==> src/rtl/hsr_pkg.sv <==
// Package: field positions and fixed masks of the hart status word.
// Assumes a 32-bit word; all masks are derived from the positions below.
package hsr_pkg;
    localparam int XLEN      = 32;
    localparam int VM_W      = 5;

    localparam int P_UIE     = 0;
    localparam int P_SIE     = 1;
    localparam int P_MIE     = 3;
    localparam int P_UPIE    = 4;
    localparam int P_SPIE    = 5;
    localparam int P_MPIE    = 7;
    localparam int P_SPP     = 8;
    localparam int P_MPP_LO  = 11;
    localparam int P_FS_LO   = 13;
    localparam int P_XS_LO   = 15;
    localparam int P_MPRV    = 17;
    localparam int P_SUM     = 18;
    localparam int P_MXR     = 19;
    localparam int P_TVM     = 20;
    localparam int P_TW      = 21;
    localparam int P_TSR     = 22;
    localparam int P_VM_LO   = 24;
    localparam int P_SD      = XLEN - 1;

    typedef logic [XLEN-1:0] word_t;

    localparam word_t ONE    = word_t'(1);
    localparam word_t MPP_M  = word_t'(3) << P_MPP_LO;
    localparam word_t FS_M   = word_t'(3) << P_FS_LO;
    localparam word_t XS_M   = word_t'(3) << P_XS_LO;
    localparam word_t VM_M   = word_t'((1 << VM_W) - 1) << P_VM_LO;
    localparam word_t SD_M   = ONE << P_SD;

    // Writable in both spec modes.
    localparam word_t WR_COMMON = (ONE << P_SIE) | (ONE << P_SPIE) |
        (ONE << P_MIE) | (ONE << P_MPIE) | (ONE << P_SPP) | FS_M |
        (ONE << P_MPRV) | (ONE << P_SUM) | MPP_M | (ONE << P_MXR);
    // Extra writable fields in the newer mode.
    localparam word_t WR_NEW_EXTRA = (ONE << P_TVM) | (ONE << P_TSR) |
        (ONE << P_TW);

    // Supervisor-visible fields, older mode; newer mode adds MXR.
    localparam word_t SV_OLD = (ONE << P_SIE) | (ONE << P_SPIE) |
        (ONE << P_UIE) | (ONE << P_UPIE) | (ONE << P_SPP) | FS_M | XS_M |
        (ONE << P_SUM) | SD_M;
    localparam word_t SV_NEW = SV_OLD | (ONE << P_MXR);

    // Fields whose change invalidates translation in either mode.
    localparam word_t XLAT_M = (ONE << P_MXR) | MPP_M | (ONE << P_MPRV) |
        (ONE << P_SUM);

    localparam word_t RESET_WORD = MPP_M;
endpackage

==> src/rtl/hsr_sview.sv <==
// Module: supervisor read view. Returns the status word restricted to the
// supervisor-visible fields; the field set depends on the spec mode.
// Assumes: purely combinational, no state.
module hsr_sview
    import hsr_pkg::*;
(
    input  word_t cur,
    input  logic  spec_new,
    output word_t smask,
    output word_t rdata
);
    // Pick the supervisor mask for the current mode and apply it.
    always_comb begin
        smask = spec_new ? SV_NEW : SV_OLD;
        rdata = cur & smask;
    end
endmodule

==> src/rtl/hsr_legalize.sv <==
// Module: write legalization. Forms the next status word from the current
// word and write data: optional supervisor merge, writable-mask merge,
// conditional legacy VM update, then SD recomputation.
// Assumes: the caller only registers nxt when a write strobe is present.
module hsr_legalize
    import hsr_pkg::*;
#(
    parameter logic [VM_W-1:0] VM_CODE_BARE  = 5'd0,
    parameter logic [VM_W-1:0] VM_CODE_PAGED = 5'd8
)(
    input  word_t cur,
    input  word_t wdata,
    input  logic  sview,
    input  logic  spec_new,
    input  word_t smask,
    output word_t nxt
);
    word_t            merged;
    word_t            wmask;
    word_t            raw;
    logic [VM_W-1:0]  vm_code;
    logic             vm_ok;
    logic             dirty;

    // Supervisor writes replace only supervisor-visible bits first.
    always_comb begin
        merged = sview ? ((cur & ~smask) | (wdata & smask)) : wdata;
    end

    // Decide whether the written legacy VM code is supported.
    always_comb begin
        vm_code = merged[P_VM_LO +: VM_W];
        vm_ok   = (vm_code == VM_CODE_BARE) || (vm_code == VM_CODE_PAGED);
    end

    // Build the mode-dependent writable mask.
    always_comb begin
        if (spec_new) begin
            wmask = WR_COMMON | WR_NEW_EXTRA;
        end else begin
            wmask = WR_COMMON | (vm_ok ? VM_M : '0);
        end
    end

    // Merge under the mask, then derive SD from FS and XS.
    always_comb begin
        raw   = (cur & ~wmask) | (merged & wmask);
        dirty = ((raw & FS_M) == FS_M) || ((raw & XS_M) == XS_M);
        nxt   = (raw & ~SD_M) | (dirty ? SD_M : '0);
    end
endmodule

==> src/rtl/hsr_flush_detect.sv <==
// Module: detects a change of translation-related fields between the current
// and the legalized next word. VM is included only in older-spec mode.
// Assumes: combinational; qualification by the write strobe is external.
module hsr_flush_detect
    import hsr_pkg::*;
(
    input  word_t cur,
    input  word_t nxt,
    input  logic  spec_new,
    output logic  changed
);
    word_t watch;

    // Compare watched fields of the old and new word.
    always_comb begin
        watch   = spec_new ? XLAT_M : (XLAT_M | VM_M);
        changed = ((cur ^ nxt) & watch) != '0;
    end
endmodule

==> src/rtl/hart_status_reg.sv <==
// Module: hart status word with machine and supervisor views. Stores the
// word, applies legalized writes on wr_en, and registers a one-cycle
// translation-flush pulse. Assumes synchronous active-low reset.
module hart_status_reg
    import hsr_pkg::*;
#(
    parameter logic [VM_W-1:0] VM_CODE_BARE  = 5'd0,
    parameter logic [VM_W-1:0] VM_CODE_PAGED = 5'd8
)(
    input  logic            clk,
    input  logic            rst_n,
    input  logic            wr_en,
    input  logic            wr_sview,
    input  logic            spec_new,
    input  logic [XLEN-1:0] wr_data,
    output logic [XLEN-1:0] mview_rdata,
    output logic [XLEN-1:0] sview_rdata,
    output logic            xlat_flush
);
    word_t status_q;
    word_t status_d;
    word_t smask;
    logic  xlat_chg;

    hsr_sview u_sview (
        .cur      (status_q),
        .spec_new (spec_new),
        .smask    (smask),
        .rdata    (sview_rdata)
    );

    hsr_legalize #(
        .VM_CODE_BARE  (VM_CODE_BARE),
        .VM_CODE_PAGED (VM_CODE_PAGED)
    ) u_legal (
        .cur      (status_q),
        .wdata    (wr_data),
        .sview    (wr_sview),
        .spec_new (spec_new),
        .smask    (smask),
        .nxt      (status_d)
    );

    hsr_flush_detect u_flush (
        .cur      (status_q),
        .nxt      (status_d),
        .spec_new (spec_new),
        .changed  (xlat_chg)
    );

    // Status word storage: reset value, else legalized write.
    always_ff @(posedge clk) begin
        if (!rst_n) begin
            status_q <= RESET_WORD;
        end else if (wr_en) begin
            status_q <= status_d;
        end
    end

    // Flush pulse: high one cycle after a write that changed watched fields.
    always_ff @(posedge clk) begin
        if (!rst_n) begin
            xlat_flush <= 1'b0;
        end else begin
            xlat_flush <= wr_en & xlat_chg;
        end
    end

    assign mview_rdata = status_q;

    // first cycle out of reset holds the reset word
    a_r1_reset_word: assert property (@(posedge clk) disable iff (!rst_n)
        !$past(rst_n) |-> (status_q == RESET_WORD && !xlat_flush));

    // stored SD always agrees with FS/XS
    a_r4_sd_derived: assert property (@(posedge clk) disable iff (!rst_n)
        status_q[P_SD] == (status_q[P_FS_LO +: 2] == 2'b11 ||
                           status_q[P_XS_LO +: 2] == 2'b11));

    // no strobe, no change and no flush
    a_r8_hold_idle: assert property (@(posedge clk) disable iff (!rst_n)
        $past(rst_n) && !$past(wr_en) |-> ($stable(status_q) && !xlat_flush));

    // older mode never touches TVM/TW/TSR
    a_r3_old_locked: assert property (@(posedge clk) disable iff (!rst_n)
        $past(rst_n) && $past(wr_en) && !$past(spec_new) |->
        status_q[P_TSR:P_TVM] == $past(status_q[P_TSR:P_TVM]));

    // a flush pulse only follows a real change of a watched field
    a_r5_flush_cause: assert property (@(posedge clk) disable iff (!rst_n)
        $past(rst_n) && xlat_flush |->
        ((status_q ^ $past(status_q)) &
         (XLAT_M | ($past(spec_new) ? '0 : VM_M))) != '0);

    // supervisor view never exposes machine-only fields
    a_r6_sview_bits: assert property (@(posedge clk) disable iff (!rst_n)
        (sview_rdata & ~SV_NEW) == '0);
endmodule

==> config.mk <==
export PLATFORM = sky130hd
export DESIGN_NAME = hart_status_reg
export DESIGN_NICKNAME = d
export VERILOG_FILES = /design/src/rtl/hsr_pkg.sv /design/src/rtl/hsr_sview.sv /design/src/rtl/hsr_legalize.sv /design/src/rtl/hsr_flush_detect.sv /design/src/rtl/hart_status_reg.sv
export SDC_FILE = /design/constraint.sdc
export NUM_CORES = 1
export LEC_CHECK = 0
export CORE_MARGIN = 4
export CORE_UTILIZATION = 39
export DETAILED_ROUTE_END_ITERATION = 10
export PLACE_DENSITY = 0.76
export SLEW_MARGIN = 30
export SYNTH_ARGS = -nofsm -noshare
export SYNTH_HDL_FRONTEND = slang
export SYNTH_HIERARCHICAL = 1
export SYNTH_SLANG_ARGS = --single-unit
export TNS_END_PERCENT = 30
==> constraint.sdc <==
create_clock -name clk -period 2.1 [get_ports clk]
set_input_delay 0.42 -clock clk [delete_from_list [all_inputs] [get_ports clk]]
set_output_delay 0.42 -clock clk [all_outputs]
set_load 0.02 [all_outputs]
Yosys cells after proc, flatten, opt, wreduce, memory -nomap -nowiden
Index checks and enable logic that the tools add are counted.
- add/subtract/negate cells: 0
- multipliers: 0
- divide/modulo/power cells: 0
- order comparisons: 0
- equal/unequal tests: 3
- shifts and indexed selects: 0
- mux-type cells: 6
- bitwise operators: 13
- reductions and logical operators: 4
- operators with widths (kind ; number):
    bitwise AND 31 bit ; 3
    bitwise AND 32 bit ; 2
    two-way mux 31 bit ; 2
    OR 31 bit ; 2
    two-way mux 29 bit ; 2
    two-way mux 32 bit ; 1
    OR 31 x 32 -> 32 bit ; 1
    nonzero test 32 bit ; 1
    XOR 32 bit ; 1
    bitwise AND 31 x 20 -> 31 bit ; 1
    NOT 20 -> 31 bit ; 1
    NOT 31 bit ; 1
    two-way mux 20 bit ; 1
    == test 5 x 4 -> 1 bit (second input constant) ; 1
    logical NOT 5 bit ; 1
    == test 2 bit (second input constant) ; 2
    logical OR 1 bit ; 2
    bitwise AND 1 bit ; 1
- flip-flop bits (word level): 33
- bits in latches: 0
- bits in writable memories: 0
- ROM bits: 0
- input port bits: 37
- output and inout bits: 65
- word-level logic and storage cells: 28
- memories: 0

Longest topological paths before layout
Gate-level depths: netlist (run 1).
- depth after elaboration: 20
- gate-level depth with buffers: 10
- depth with buffers taken out: 9

Modules after synthesis
Netlist (run 1), hierarchy kept.
- by module, submodules not included (module ; times used ; cells an instance ; area each (µm²) ; seq. area each (µm²)):
    hart_status_reg ; 1 ; 105 ; 1265.0 ; 660.6
    hsr_legalize ; 1 ; 77 ; 523.0 ; 0.0
    hsr_sview ; 1 ; 66 ; 486.7 ; 0.0
    hsr_flush_detect ; 1 ; 14 ; 111.4 ; 0.0

Least setup slack after synthesis (run 1)
OpenSTA, ideal clock, no wires.
- path kind: input to register
- from: input port wr_sview
- to: register xlat_flush
- setup time: 116 ps
- data arrival time: 2077 ps
- data required time: 1984 ps
- slack: -93 ps
- stages: 9
- path buffers: 1
- cell sequence: buf_6 > and3b_4 > a2111oi_4 > nand4_1 > mux2_1 > xor2_1 > nor3_1 > o2111ai_1 > and3_1
- longest elaborated chain between the ends: 13
- elaborated cells between the ends (all ways): 19
- classes of those cells: eq/ne: 3; mux: 4; bitwise: 8; reduce/logical: 4
- ends and longest elaborated chain (element ; RTL line ; RTL):
    from (decl) ; hart_status_reg.sv:13 ; input logic wr_sview,
    two-way mux 31 bit * ; hsr_legalize.sv:27 ; merged = sview ? ((cur & ~smask) | (wdata & smask)) : wdata;
    == test 5 x 4 -> 1 bit / logical NOT 5 bit (equally long branches) ; hsr_legalize.sv:33 ; vm_ok = (vm_code == VM_CODE_BARE) || (vm_code == VM_CODE_PAGED);
    logical OR 1 bit ; hsr_legalize.sv:33 ;
    two-way mux 29 bit ; hsr_legalize.sv:41 ; wmask = WR_COMMON | (vm_ok ? VM_M : '0);
    two-way mux 31 bit ; hsr_legalize.sv:38 ; if (spec_new) begin
    NOT 31 bit ; hsr_legalize.sv:47 ; raw = (cur & ~wmask) | (merged & wmask);
    bitwise AND 31 bit ; hsr_legalize.sv:47 ;
    OR 31 bit * ; hsr_legalize.sv:47 ;
    OR 31 x 32 -> 32 bit * ; hsr_legalize.sv:49 ; nxt = (raw & ~SD_M) | (dirty ? SD_M : '0);
    via status_d[27] ; hart_status_reg.sv:21 ; word_t status_d;
    XOR 32 bit * ; hsr_flush_detect.sv:17 ; changed = ((cur ^ nxt) & watch) != '0;
    bitwise AND 32 bit * ; hsr_flush_detect.sv:17 ;
    nonzero test 32 bit * ; hsr_flush_detect.sv:17 ;
    via xlat_chg ; hart_status_reg.sv:23 ; logic xlat_chg;
    bitwise AND 1 bit * ; hart_status_reg.sv:65 ; xlat_flush <= wr_en & xlat_chg;
    to (signal assigned) ; hart_status_reg.sv:65 ;
    to (decl) ; hart_status_reg.sv:18 ; output logic xlat_flush
The timed path passes the listed nets; every way through them passes the cells marked *.
A chain may end at the register's enable or synchronous reset.

Worst setup path after layout (run 1)
- from: register status_q[24], in the netlist mview_rdata[24]
- to: register xlat_flush
- longest elaborated chain between the ends: 15
- elaborated cells between the ends (all ways): 17
- classes of those cells: eq/ne: 1; mux: 3; bitwise: 10; reduce/logical: 3
- ends and longest elaborated chain (element ; RTL line ; RTL):
    from (decl) ; hart_status_reg.sv:20 ; word_t status_q;
    from (signal assigned) ; hart_status_reg.sv:56 ; status_q <= status_d;
    bitwise AND 31 bit * ; hsr_legalize.sv:27 ;
    OR 31 bit * ; hsr_legalize.sv:27 ;
    two-way mux 31 bit * ; hsr_legalize.sv:27 ;
    == test 5 x 4 -> 1 bit / logical NOT 5 bit (equally long branches) ; hsr_legalize.sv:33 ;
    logical OR 1 bit * ; hsr_legalize.sv:33 ;
    two-way mux 29 bit * ; hsr_legalize.sv:41 ;
    two-way mux 31 bit * ; hsr_legalize.sv:38 ;
    NOT 31 bit ; hsr_legalize.sv:47 ;
    bitwise AND 31 bit ; hsr_legalize.sv:47 ;
    OR 31 bit * ; hsr_legalize.sv:47 ;
    OR 31 x 32 -> 32 bit * ; hsr_legalize.sv:49 ;
    via status_d[27] ; hart_status_reg.sv:21 ;
    XOR 32 bit * ; hsr_flush_detect.sv:17 ;
    bitwise AND 32 bit * ; hsr_flush_detect.sv:17 ;
    nonzero test 32 bit * ; hsr_flush_detect.sv:17 ;
    via xlat_chg ; hart_status_reg.sv:23 ;
    bitwise AND 1 bit * ; hart_status_reg.sv:65 ;
Marked as above.

==> impl_metrics.ini, run 1 <==
[status]
outcome = finished, final reports clean

[critical_path]
worstSetupEndpointType = register
cp.arrival_ps = 2160
cp-startpoint = mview_rdata[24]
cpMaxStageDelayCell = mux2_4
reg2reg_from = mview_rdata[24]
rr_endpoint = xlat_flush
reg2reg_slack_ps = 120
rr_worst_depth = 8
start_kind = register
required_ps = 2280
cp_cell_sequence = and3b_4, a2111oi_4, nand4_1, mux2_4, xor2_1, nor3_2, o2111ai_1, and3_1
path_max_fanout = 2
crit_type = register to register
max_stage_delay_ps = 330

[drt]
dr.pass1.iters = 4
drt_iter0_drc = 44
wire_per_inst_um = 12.5
ant_nets = 0
drc = 0
totalWireLength_mm = 4.64
vias = 1634
drt-vias-per-instance = 4.39

[global_routing]
overflow = 0
grt_pass1_vias = 1606
antenna_found_initial = 0
grt_max_degree = 34
grt_util_all_layers_pct = 13.2
grt_pass1_wl_mm = 7.51

[timing]
timing.fmax_mhz = 504
clock-skew-final_ps = 4.18
setup_viol = 0
drv_slew = 0
fin_ws_ps = 118
final.period_utilization_pct = 94.4
finalCriticalPeriod_ps = 1980
rsz0062_at_grt = false
report.final.hold_viol_count = 0
tns_ps = 0

[floorplanning]
die_area_um2 = 7180
core_um2 = 5610
die_w_um = 84.7
start_util_pct = 40.9
ioPinCount = 102
die-height_um = 84.7
rows = 27

[pwr]
p_per_area_nw_per_um2 = 516
p_sw_w = 0.000420
internal-power_w = 0.00103
p_comb_share_pct = 22.6
p_seq_share_pct = 45.6
power_frac_clock_pct = 31.8
sw_frac_of_total_pct = 28.9
irDropWorstVdd_mv = 0.251
power_leakage_nw = 1.21

[hold_path]
hp-start = mview_rdata[31]
hold_end = mview_rdata[31]
hold_class = register to register
whs_path_depth = 2

[placement]
gp_congestion = 0.769
port-buffer-count = 69
dp_slack_ps = -649
dp_hpwl_mm = 3.48

[clock_tree]
cts_setup_buffers = 0
cts_max_level = 2
cts_buffer_depth = 2
clkTransAtPathRegs_ps = 70
holdBufCountCts = 0
insertion_delay_ps = 280
cts_tree = built
numCtsBuffers = 5
clkSinkCount = 33
root_buffer = clkbuf_8

[layout]
nets = 336
diodes = 0
syn_to_final_growth_pct = 22.8
drive_gt1_share_pct = 10.0
final_util_pct = 50.3

[logic_synthesis]
ys_warn_count = 6
syn-instance-count = 250
avgSynthCellArea_um2 = 9.18
netlist_area_um2 = 2300

[job]
max-cap-violations = 0
layout make-up:
cell class | count | area [um^2]
timing repair buffer | 78 | 757
inverter | 1 | 3.75
sequential | 33 | 661
clock buffer | 6 | 72.6
tap | 72 | 90.1
fill | 567 | 2790
multi-input combinational | 180 | 1220
clock inverter | 2 | 10.0
worst max path at each step:
stage | to | cells after the start | slack (ps)
floorplan | xlat_flush | 9 | -70
global placement | xlat_flush | 9 | -570
detailed placement | xlat_flush | 9 | -650
CTS | xlat_flush | 11 | 10
global route | xlat_flush | 9 | 3
finish | xlat_flush | 8 | 120
sequential cells by signal, indices dropped and copies added (netlist names):
register     count
xlat_flush       1
mview_rdata     32
metrics by stage:
stage               std cells  area [um^2]  hold WS [ps]  power, W
CTS                       372         2820           536   0.00148
floorplan                 287         2440           548  0.000951
global route              372         2820           571   0.00154
global placement          364         2720           519   0.00100
detailed placement        364         2720           527   0.00101
finish                    372         2820           534   0.00146
per-layer routing:
layer  track usage (%)  wire length, um  up-vias  part of all wire (%)
met3              4.51              320        4                   6.9
met4              4.46               50        0                   1.1
li1                  -                -      825                     -
met1              14.4             1880      745                    41
met2              23.6             2390       60                    51
met5                 0                0        -                     0
cell usage in the layout (no fill, tap or decap), drive strengths merged:
master,instances
o21ai,15
o2111ai,1
xor2,5
and3,1
clkinv,2
and2,5
nand2,14
dlygate4sd2,3
nor3,2
clkdlybuf4s50,64
xnor2,5
buf,10
clkbuf,7
a2111oi,1
nor2b,31
nand4,2
nand2b,4
mux2,4
nand3,1
a211oi,1
dfxtp,33
inv,1
mux2i,35
conb,39
and3b,1
nand3b,12
a22o,1
what timing repair did:
action	in CTS	in global routing
endpoints found under the hold margin	0	0
endpoints found under the setup margin	5	1
resized for setup	10	2
pin swaps	8	4
cloned	0	0
worst max-delay path, delay by kind of cell, from the launching register on:
kind            cells  cell delay (ps)
simple gates        4              670
compound gates      2              400
mux                 1              330
flops               1              320
xor+xnor            1              170
power groups by stage:
stage / registers, W / clock network (W) / logic (W)
3_5_place_dp: 0.000678 / 0 / 0.000331
4_1_cts: 0.000664 / 0.000482 / 0.000330
2_1_floorplan: 0.000698 / 0 / 0.000253
6_report: 0.000664 / 0.000462 / 0.000329
3_3_place_gp: 0.000677 / 0 / 0.000327
5_1_grt: 0.000667 / 0.000514 / 0.000356
No activity file was read; power rests on OpenSTA's default activity.
==> inputs of run 2 (changes only) <==
--- a/config.mk
+++ b/config.mk
@@ -5,10 +5,11 @@
 export SDC_FILE = /design/constraint.sdc
 export NUM_CORES = 1
 export LEC_CHECK = 0
-export CORE_MARGIN = 4
-export CORE_UTILIZATION = 39
+export CELL_PAD_IN_SITES_DETAIL_PLACEMENT = 0
+export CELL_PAD_IN_SITES_GLOBAL_PLACEMENT = 2
+export CORE_UTILIZATION = 22
 export DETAILED_ROUTE_END_ITERATION = 10
-export PLACE_DENSITY = 0.76
+export PLACE_DENSITY = 0.75
 export SLEW_MARGIN = 30
 export SYNTH_ARGS = -nofsm -noshare
 export SYNTH_HDL_FRONTEND = slang
==> run 2 against run 1 <==
Via count decreased by 3.4%; non-clock buffer count increased by 4; core utilization decreased by 21 points; critical endpoint unchanged.
==> impl_metrics.ini, run 2 (same netlist as run 1, synthesis figures left out) <==
[status]
outcome = finished, final reports clean

[floorplanning]
ioPinCount = 102
rows = 36
core_um2 = 9950
die_w_um = 104
die-height_um = 104
die_area_um2 = 10800
start_util_pct = 23.1

[timing]
final.period_utilization_pct = 93.0
setup_viol = 0
finalCriticalPeriod_ps = 1950
drv_slew = 0
clock-skew-final_ps = 7.24
tns_ps = 0
report.final.hold_viol_count = 0
timing.fmax_mhz = 512

[drt]
vias = 1579
drt-vias-per-instance = 3.63
wl_met1_mm = 2.04
ant_nets = 0
totalWireLength_mm = 4.88
dr.pass1.iters = 4
met2_wirelength_mm = 2.52
top_layer_used = met4
drt_iter0_drc = 34
drc = 0
met3_wirelength_um = 245
wire_per_inst_um = 11.2

[clock_tree]
cts_max_level = 2
cts_setup_buffers = 0
insertion_delay_ps = 280
numCtsBuffers = 5
cts_buffer_depth = 2
root_buffer = clkbuf_8
cts_tree = built
clkSinkCount = 33
clkTransAtPathRegs_ps = 70

[layout]
drive_gt1_share_pct = 11.3
largest_reg_flops = 32
diodes = 0
layout_commonest_cell = clkdlybuf4s50_1
syn_to_final_growth_pct = 27.6
nets = 340
design_area_um2 = 2930
final_cell_mix = 64 x clkdlybuf4s50_1, 39 x conb_1, 35 x mux2i_1
layout.cells.non_filler = 435

[critical_path]
cp_cell_sequence = and3b_4, a2111oi_4, nand4_1, mux2_4, xor2_1, nor3_2, o2111ai_1, and3_1
crit_type = register to register
critPathTopFamily = simple AND/OR/NAND/NOR gates
max_stage_delay_ps = 330
path_depth = 8
rr_worst_depth = 8
rr_endpoint = xlat_flush
start_kind = register
reg2reg_slack_ps = 150
worstSetupEndpointType = register
critical_path.endpoint = xlat_flush
required_ps = 2280
cp.arrival_ps = 2130
worst-path-buf-inv = 0
cpMaxStageDelayCell = mux2_4
reg2reg_from = mview_rdata[24]
cp-startpoint = mview_rdata[24]
path_max_fanout = 2

[placement]
gp_congestion = 0.654
port-buffer-count = 69
dp_hpwl_mm = 3.59
placed_cell_area_um2 = 2830
place_inst = 429

[pwr]
irDropWorstVdd_mv = 0.220
power_leakage_nw = 1.23
p_per_area_nw_per_um2 = 493

[global_routing]
grt_pass1_wl_mm = 7.87
grt_max_degree = 34
grt_pass1_vias = 1508
grt_util_all_layers_pct = 9.37
antenna_found_initial = 0
overflow = 0

[hold_path]
whs_path_depth = 2
hp-start = mview_rdata[10]
hold_class = register to register

[job]
max-cap-violations = 0
run 2: where the power goes:
part | leakage (nW) | total, W | internal, W | switching, W
logic | 0.918 | 0.000338 | 0.000166 | 0.000172
registers | 0.269 | 0.000664 | 0.000645 | 0.0000185
clock network | 0.0399 | 0.000441 | 0.000218 | 0.000223
total | 1.23 | 0.00144 | 0.00103 | 0.000414
run 2: final cells by class:
class / instances / area, um^2
Timing Repair Buffer: 82 / 792
Clock inverter: 1 / 5.00
Sequential cell: 33 / 661
Fill cell: 1071 / 7030
Clock buffer: 5 / 68.8
Multi-Input combinational cell: 180 / 1230
Tap cell: 133 / 166
Inverter: 1 / 3.75
run 2: worst min path at each step:
stage                       to  slack, ps
4_1_cts        mview_rdata[10]        540
6_report       mview_rdata[10]        530
5_1_grt        mview_rdata[10]        560
3_5_place_dp    mview_rdata[9]        530
3_3_place_gp   mview_rdata[29]        520
2_1_floorplan  mview_rdata[29]        550
run 2: worst reg2reg max path, cell delays in order, from the launching register on:
cell	delay (ps)
dfxtp_1	320
and3b_4	190
a2111oi_4	260
nand4_1	150
mux2_4	330
xor2_1	170
nor3_2	150
o2111ai_1	120
and3_1	160
run 2: stage by stage:
step | setup slack (ps) | hold WS (ps) | utilization, % | power [W]
after detailed placement | -644 | 526 | 28.4 | 0.00102
final | 148 | 532 | 29.4 | 0.00144
after CTS | 56.0 | 536 | 29.2 | 0.00148
after global routing | -0.865 | 558 | 29.4 | 0.00153
after floorplan | -70.6 | 548 | - | 0.000951
after global placement | -602 | 521 | 28.4 | 0.00102
run 2: routing by layer:
metal,vias up,track usage [%]
li1,833,-
met1,687,10.1
met2,53,17.2
met3,6,2.69
met4,0,3.37
met5,-,0
run 2: timing repair:
item	CTS	global route
gates cloned	0	0
hold buffers	0	0
pin swaps	3	8
gates resized for setup	10	6
endpoints found under the setup margin	2	1
